**src/rtl/irq_agg_pkg.sv**
```systemverilog
package irq_agg_pkg;
  // Register offsets on the software port
  typedef enum logic [2:0] {
    OFS_MASK   = 3'd0,
    OFS_PEND   = 3'd1,
    OFS_REQ    = 3'd2,
    OFS_LEVEL  = 3'd3,
    OFS_TARGET = 3'd4,
    OFS_KICK   = 3'd5
  } reg_ofs_e;

  localparam int unsigned OFS_W = 3;
endpackage

```
**src/rtl/irq_sync_edge.sv**
```systemverilog
// Two-flop synchronizer per line plus a history flop for change detection.
module irq_sync_edge #(
  parameter int unsigned N = 11
) (
  input  logic         clk,
  input  logic         rst_n,
  input  logic [N-1:0] lines_in,
  output logic [N-1:0] level,
  output logic [N-1:0] toggled
);
  logic [N-1:0] meta_q, sync_q, hist_q;

  for (genvar i = 0; i < N; i++) begin : g_line
    always_ff @(posedge clk or negedge rst_n) begin
      if (!rst_n) begin
        meta_q[i] <= 1'b0;
        sync_q[i] <= 1'b0;
        hist_q[i] <= 1'b0;
      end else begin
        meta_q[i] <= lines_in[i];
        sync_q[i] <= meta_q[i];
        hist_q[i] <= sync_q[i];
      end
    end
    assign toggled[i] = sync_q[i] ^ hist_q[i];
  end

  assign level = sync_q;
endmodule

```
**src/rtl/irq_capture.sv**
```systemverilog
// Sticky capture vector: new sets win over a clear in the same cycle.
module irq_capture #(
  parameter int unsigned    N    = 11,
  parameter logic [N-1:0]   INIT = '0
) (
  input  logic         clk,
  input  logic         rst_n,
  input  logic [N-1:0] set_vec,
  input  logic         clr,
  output logic [N-1:0] bits
);
  logic [N-1:0] bits_q;

  always_ff @(posedge clk or negedge rst_n) begin
    if (!rst_n) bits_q <= INIT;
    else        bits_q <= (clr ? '0 : bits_q) | set_vec;
  end

  assign bits = bits_q;
endmodule

```
**src/rtl/irq_msg_launch.sv**
```systemverilog
// Single-outstanding message source with one folded follow-up.
module irq_msg_launch #(
  parameter int unsigned AW = 32,
  parameter int unsigned DW = 5
) (
  input  logic          clk,
  input  logic          rst_n,
  input  logic          event_i,
  input  logic [AW-1:0] tgt_addr,
  input  logic [DW-1:0] tgt_data,
  output logic          msg_valid,
  input  logic          msg_ready,
  output logic [AW-1:0] msg_addr,
  output logic [DW-1:0] msg_data
);
  logic          valid_q, owed_q;
  logic [AW-1:0] addr_q;
  logic [DW-1:0] data_q;
  logic          fire, launch;

  assign fire   = valid_q && msg_ready;
  assign launch = (!valid_q || fire) && (event_i || (fire && owed_q));

  always_ff @(posedge clk or negedge rst_n) begin
    if (!rst_n) begin
      valid_q <= 1'b0;
      owed_q  <= 1'b0;
      addr_q  <= '0;
      data_q  <= '0;
    end else begin
      if (launch) begin
        valid_q <= 1'b1;
        owed_q  <= 1'b0;
        addr_q  <= tgt_addr;
        data_q  <= tgt_data;
      end else begin
        if (fire) valid_q <= 1'b0;
        owed_q <= owed_q | event_i;
      end
    end
  end

  assign msg_valid = valid_q;
  assign msg_addr  = addr_q;
  assign msg_data  = data_q;
endmodule

```
**src/rtl/irq_msg_aggregator.sv**
```systemverilog
module irq_msg_aggregator #(
  parameter int unsigned            NUM_LINES     = 11,
  parameter logic [NUM_LINES-1:0]   IMPL_MASK     = 11'h5FF,
  parameter logic [NUM_LINES-1:0]   REQ_INIT      = 11'h7FF,
  parameter int unsigned            REG_W         = 32,
  parameter int unsigned            MSG_DATA_BITS = 5
) (
  input  logic                     clk,
  input  logic                     rst_n,
  input  logic [NUM_LINES-1:0]     irq_in,
  input  logic                     reg_wr,
  input  logic                     reg_rd,
  input  logic [2:0]               reg_addr,
  input  logic [REG_W-1:0]         reg_wdata,
  output logic [REG_W-1:0]         reg_rdata,
  output logic                     msg_valid,
  input  logic                     msg_ready,
  output logic [REG_W-1:0]         msg_addr,
  output logic [MSG_DATA_BITS-1:0] msg_data
);
  import irq_agg_pkg::*;

  localparam int unsigned PAD_W = REG_W - NUM_LINES;

  logic [NUM_LINES-1:0] lvl, toggled, en_edges, all_edges;
  logic [NUM_LINES-1:0] req_bits, pend_bits, mask_q;
  logic [REG_W-1:0]     target_q;
  logic                 rd_req, rd_pend, kick, evt;

  irq_sync_edge #(.N(NUM_LINES)) u_sync (
    .clk(clk), .rst_n(rst_n), .lines_in(irq_in),
    .level(lvl), .toggled(toggled)
  );

  assign all_edges = toggled & IMPL_MASK;
  assign en_edges  = all_edges & mask_q;

  assign rd_req  = reg_rd && (reg_addr == OFS_REQ);
  assign rd_pend = reg_rd && (reg_addr == OFS_PEND);
  assign kick    = reg_wr && (reg_addr == OFS_KICK);
  assign evt     = (|en_edges) || kick;

  irq_capture #(.N(NUM_LINES), .INIT(REQ_INIT & IMPL_MASK)) u_req (
    .clk(clk), .rst_n(rst_n), .set_vec(en_edges), .clr(rd_req), .bits(req_bits)
  );

  irq_capture #(.N(NUM_LINES), .INIT('0)) u_pend (
    .clk(clk), .rst_n(rst_n), .set_vec(all_edges), .clr(rd_pend), .bits(pend_bits)
  );

  always_ff @(posedge clk or negedge rst_n) begin
    if (!rst_n) begin
      mask_q   <= '0;
      target_q <= '0;
    end else if (reg_wr) begin
      if (reg_addr == OFS_MASK)   mask_q   <= reg_wdata[NUM_LINES-1:0];
      if (reg_addr == OFS_TARGET) target_q <= reg_wdata;
    end
  end

  always_comb begin
    reg_rdata = '0;
    if (reg_rd) begin
      case (reg_addr)
        OFS_MASK:   reg_rdata = {{PAD_W{1'b0}}, mask_q};
        OFS_PEND:   reg_rdata = {{PAD_W{1'b0}}, pend_bits & IMPL_MASK};
        OFS_REQ:    reg_rdata = {{PAD_W{1'b0}}, req_bits & IMPL_MASK};
        OFS_LEVEL:  reg_rdata = {{PAD_W{1'b0}}, lvl};
        OFS_TARGET: reg_rdata = target_q;
        default:    reg_rdata = '0;
      endcase
    end
  end

  irq_msg_launch #(.AW(REG_W), .DW(MSG_DATA_BITS)) u_launch (
    .clk(clk), .rst_n(rst_n), .event_i(evt),
    .tgt_addr({target_q[REG_W-1:MSG_DATA_BITS], {MSG_DATA_BITS{1'b0}}}),
    .tgt_data(target_q[MSG_DATA_BITS-1:0]),
    .msg_valid(msg_valid), .msg_ready(msg_ready),
    .msg_addr(msg_addr), .msg_data(msg_data)
  );
endmodule

```
**config.mk**
```make
export PLATFORM = sky130hd
export DESIGN_NAME = irq_msg_aggregator
export DESIGN_NICKNAME = d
export VERILOG_FILES = /design/src/rtl/irq_agg_pkg.sv /design/src/rtl/irq_sync_edge.sv /design/src/rtl/irq_capture.sv /design/src/rtl/irq_msg_launch.sv /design/src/rtl/irq_msg_aggregator.sv
export SDC_FILE = /design/constraint.sdc
export NUM_CORES = 1
export LEC_CHECK = 0
export ABC_AREA = 1
export BUFFER_PORTS_ARGS = -buffer_cell sky130_fd_sc_hd__buf_4
export CELL_PAD_IN_SITES_DETAIL_PLACEMENT = 0
export CELL_PAD_IN_SITES_GLOBAL_PLACEMENT = 1
export CORE_ASPECT_RATIO = 0.8
export CORE_MARGIN = 5
export CORE_UTILIZATION = 30
export CTS_CLUSTER_DIAMETER = 80
export DETAILED_ROUTE_END_ITERATION = 6
export PLACE_DENSITY = 0.74
export RECOVER_POWER = 25
export SKIP_LAST_GASP = 1
export SYNTH_ARGS = -nofsm -noshare
export SYNTH_HDL_FRONTEND = slang
export SYNTH_SLANG_ARGS = --single-unit
export TNS_END_PERCENT = 1
```
**constraint.sdc**
```tcl
create_clock -name clk -period 1.4 [get_ports clk]
set_input_delay 0.28 -clock clk [delete_from_list [all_inputs] [get_ports clk]]
set_output_delay 0.28 -clock clk [all_outputs]
set_load 0.05 [all_outputs]
```
Word level (Yosys, flattened, before mapping)
Index checks and enable logic that the tools add are counted.

operators by class
  shift operators = 0
  reductions and logical operators = 15
  bitwise operators = 14
  multiply operators = 0
  magnitude comparators = 0
  div/mod/pow operators = 0
  mux-type cells = 7
  equality and inequality tests = 5
  $add $sub $neg = 0

operators with widths
  operator                                                          number
  32-bit case mux with 5 select lines                               1
  32-bit 2-to-1 mux                                                 1
  11-bit 2-to-1 mux                                                 2
  11-bit OR                                                         2
  11-bit bitwise AND                                                1
  11-bit OR reduction                                               1
  1-bit XOR                                                         10
  3-bit by 2-bit == test with 1-bit output (second input constant)  2
  3-bit == test (second input constant)                             2
  1-bit logical AND                                                 6
  2-bit AND reduction                                               2
  3-bit by 1-bit == test with 1-bit output (second input constant)  1
  3-bit zero test                                                   1
  1-bit logical OR                                                  3
  1-bit 2-to-1 mux                                                  3
  2-bit nonzero test                                                1
  1-bit zero test                                                   1
  1-bit OR                                                          1

storage, ports and cells
  memory bits (read-only) = 0
  register bits = 131
  memories kept = 0
  RAM bits = 0
  bits in latches = 0
  output and inout port bits = 70

Logic depth before layout (Yosys ltp)
  depth in word-level cells = 7
  gate-level depth with buffers = 10
  gate-level depth less buffers = 9

Cells and area by module
A second synthesis with hierarchy kept.

unflattened totals
  cells, all modules = 697
  area, all modules = 6015.8 um^2

modules (own cells, without submodules)
  module                 area each (um^2)  cells an instance  times used
  irq_msg_aggregator     2542.4            344                1
  irq_msg_launch         1595.3            173                1
  irq_sync_edge          1032.2            88                 1
  irq_capture at u_req   429.2             46                 1
  irq_capture at u_pend  416.6             46                 1

Worst setup path after synthesis
No wires, ideal clock.

  path type = input to output
  from = in reg_addr[0]
  to = out reg_rdata[4]
  data arrival time = 1750 ps
  data required time = 1120 ps
  buffers on the path = 1
  stages = 8
  path slack = -630 ps
  cells stage by stage = nor2_1 nand2_1 inv_2 clkbuf_1 nand2_1 o21ai_0 nor2_1 a21oi_1

on the way
  cells in the longest elaborated chain, start to end = 3
  elaborated cells between the ends (all ways) = 7
  classes of those cells = eq/ne: 4; mux: 2; reduce/logical: 1

ends and longest elaborated chain
  element                                  line                      source
  start: declaration                       irq_msg_aggregator.sv:13  input logic [2:0] reg_addr,
  3-bit == test (tied with other cells)    irq_msg_aggregator.sv:64  case (reg_addr)
  32-bit case mux with 5 select lines (*)  irq_msg_aggregator.sv:64
  32-bit 2-to-1 mux (*)                    irq_msg_aggregator.sv:63  if (reg_rd) begin
  end: declaration                         irq_msg_aggregator.sv:15  output logic [REG_W-1:0] reg_rdata,

Every way passes the cells marked *; elsewhere a longest branch is shown, timed or not.

Worst setup path in the final report
  from = reg u_sync.sync_q[0] (netlist: u_sync.level[0])
  to = out reg_rdata[0]

on the way
  cells in the longest elaborated chain, start to end = 2

ends and longest elaborated chain
  element                              line                      source
  start: declaration                   irq_sync_edge.sv:11       logic [N-1:0] meta_q, sync_q, hist_q;
  start signal: indexed assignment     irq_sync_edge.sv:21       sync_q[i] <= meta_q[i];
  32-bit case mux with 5 select lines  irq_msg_aggregator.sv:64
  32-bit 2-to-1 mux                    irq_msg_aggregator.sv:63

Every way passes these cells.

==> flow_metrics.env <==
export IMPL_min_path_type="input pin to register"
export IMPL_min_period_ns=1.89
export IMPL_power_leakage_nw=4.06
export IMPL_first_pass_iters=5
export IMPL_hold_viol_final=0
export IMPL_violations="negative setup slack"
export IMPL_yosys_area_top_type_share_pct=56.7
export IMPL_clock_sinks=129
export IMPL_finalSetupViolations=66
export IMPL_async_flop_share_pct=100
export IMPL_fin_ws_ns=-0.492
export IMPL_skew_ns=0.00701
export IMPL_design_area_um2=7880
export IMPL_drv_slew=0
export IMPL_die_area_um2=20300
export IMPL_synthTopCellsByArea="dfrtp_1, nand2_1, inv_1"
export IMPL_path_cells="inv_2 > buf_6 > o22ai_4 > a211oi_2 > buf_4 > nor2_4 > buf_6"
export IMPL_drtAntennaViolNets=0
export IMPL_drc_errors=0
export IMPL_synth_edf_count=0
export IMPL_area_sequential_um2=3240
export IMPL_fmax_mhz=528
export IMPL_synth_area_um2=5260
export IMPL_ys_flop_type="dfrtp_1"
export IMPL_fill_cells=1693
export IMPL_ios=121
export IMPL_grt_max_degree=78
export IMPL_postPlaceCellArea_um2=7040
export IMPL_power_density_nw_per_um2=1760
export IMPL_portBuffers=115
export IMPL_layout_nets=824
export IMPL_cts_htree_levels=4
export IMPL_critPathLaunchType="register"
export IMPL_fin_worst_hold_slack_ns=0.114
export IMPL_cp_end_kind="output port"
export IMPL_critPathMostFrequentCell="buf_6"
export IMPL_finalCritPeriodShare_pct=135
export IMPL_vias=4482
export IMPL_cts_root_buf="clkbuf_16"
export IMPL_cts_tree="built"
export IMPL_post_drt_wl_per_cell_um=14.8
export IMPL_critPathKind="register to output port"
export IMPL_rsz0062_at_grt="yes"
export IMPL_cp_max_fo=3
export IMPL_grt_pass1_vias=4777
export IMPL_arrival_ns=1.61
export IMPL_start_util_pct=30.4
export IMPL_busiest_layer="met2"
export IMPL_vias_per_cell=4.44
export IMPL_routabilityCongestion=0.827
export IMPL_peakVddDrop_uv=749
export IMPL_stdcell_count=1010
export IMPL_maxCapViolCount=0
export IMPL_insertion_delay_ns=0.42
export IMPL_area_growth_pct=49.8
export IMPL_met3_usage_pct=4.64
export IMPL_cp_required_ns=1.12
export IMPL_cp_slowest_stage_delay_ns=0.40
export IMPL_synth_largest_area_cell="dfrtp_1"
export IMPL_cts_buffers=17
export IMPL_multiInputGateArea_um2=1890
export IMPL_coreArea_um2=17300
export IMPL_yosys_register_bits=129
export IMPL_grt_use_total_pct=15.4
export IMPL_grt_remaining_overflow=0
export IMPL_ys_warn_count=0
export IMPL_mostFrequentLayoutCell="buf_4"
export IMPL_use_met1_pct=20.3
export IMPL_ys_types=21
export IMPL_row_count=43
export IMPL_hpwl_mm=10.8
export IMPL_synth_cells=587
export IMPL_met2_usage_pct=24.5
export IMPL_setup_tns_final_ns=-23.83
export IMPL_path_clk_slew_ns=0.05
export IMPL_wl_mm=14.9
export IMPL_tightestPinTransition_ns=0.716
export IMPL_crit_path_top_delay_cell="dfrtp_1"
export IMPL_grt_pass1_wl_mm=24.4
export IMPL_diodes=0
export IMPL_syn_avg_cell_area_um2=8.95
export IMPL_status="finished with violations"
export IMPL_slew_headroom_pct=52.3
export IMPL_yosysSeqAreaShare_pct=61.7
export IMPL_die_h_um=128
export IMPL_final_cell_mix="buf_4, nand2_1, dfrtp_1"
export IMPL_die_width_um=158
export IMPL_drt_iter0_drc=229
export IMPL_antenna_found_initial=0
export IMPL_drive_above_1_share_pct=33.9
export IMPL_dp_cells=960
export IMPL_clockBufferDepth=2
-- layout make-up --
type / instances / area share [%]
clock buffers: 26 / 6.47
clock inverters: 5 / 0.953
inverters: 78 / 3.75
multi-input cells: 355 / 23.9
flip-flops and latches: 129 / 41.1
well taps: 225 / 3.57
repair buffers: 192 / 20.2
-- layer usage --
layer	wire length, µm	share of wire, %
met2	7110	48
met4	216	1.4
met1	6780	45
met3	799	5.4
met5	0	0
-- worst max-delay path, delay by kind of cell, from the launching register on --
family | cells | cell delay [ns]
simple gates | 1 | 0.03
compound gates | 2 | 0.30
buf+inv | 4 | 0.48
flops | 1 | 0.40
-- where the power goes --
| group | switching, W | internal [W] | total (W) |
|---|---|---|---|
| Sequential | 0.000470 | 0.00455 | 0.00502 |
| Combinational | 0.00300 | 0.00146 | 0.00447 |
| Clock | 0.00153 | 0.00284 | 0.00437 |
| Total | 0.00501 | 0.00886 | 0.0139 |
-- cell usage after synthesis, types with 3 or more instances --
cell type,n
buf_6,3
dfrtp_1,119
a21oi_1,25
buf_4,5
o22ai_1,11
clkbuf_1,16
nand2_1,143
o21ai_0,51
nand3_1,46
nor2_1,60
dfstp_2,10
buf_2,5
a211oi_1,7
inv_1,76
-- path summary, 6_finish.rpt --
kind                            depth (start not counted)               endpoint             start  slack, ns
max in group asynchronous                               3  u_launch.msg_addr[22]             rst_n       0.19
worst min-delay path                                    3           target_q[25]     reg_wdata[25]       0.11
min in group asynchronous                               3       u_sync.hist_q[1]             rst_n       0.53
worst max register to register                         14  u_launch.msg_addr[15]   u_sync.level[8]      -0.39
worst max-delay path                                    7           reg_rdata[0]   u_sync.level[0]      -0.49
worst min register to register                          0        u_sync.level[2]  u_sync.meta_q[2]       0.34
-- cells by family after synthesis --
group           synth area share, %
buf+inv                        8.55
other cells                  0.0713
flops                          61.7
simple gates                   20.2
compound gates                 9.55
-- registers in the layout, indices dropped and copies added (netlist names) --
register,count
u_sync.hist_q,10
mask_q,11
u_sync.meta_q,11
u_pend.bits,10
u_launch.msg_data,5
u_launch.msg_valid,1
u_req.bits,10
u_launch.msg_addr,27
u_sync.level,11
u_launch.owed_q,1
target_q,32
-- per-stage QoR --
step	utilization [%]	worst slack (ns)	total power [W]
6_report	45.6	-0.492	0.0139
5_1_grt	45.6	-0.561	0.0146
4_1_cts	45.3	-0.503	0.0140
3_5_place_dp	40.8	-0.481	0.00952
3_3_place_gp	40.8	-0.433	0.00943
2_1_floorplan	-	-0.123	0.00783
-- repair_timing --
action | in CTS | in global routing
buffers inserted | 4 | 3
endpoints found under the hold margin | 130 | 0
pin swaps | 1 | 7
resized for setup | 17 | 13
setup endpoints to repair | 66 | 66
hold buffers | 12 | 0
Note: power is estimated with default switching activity, not from simulation.
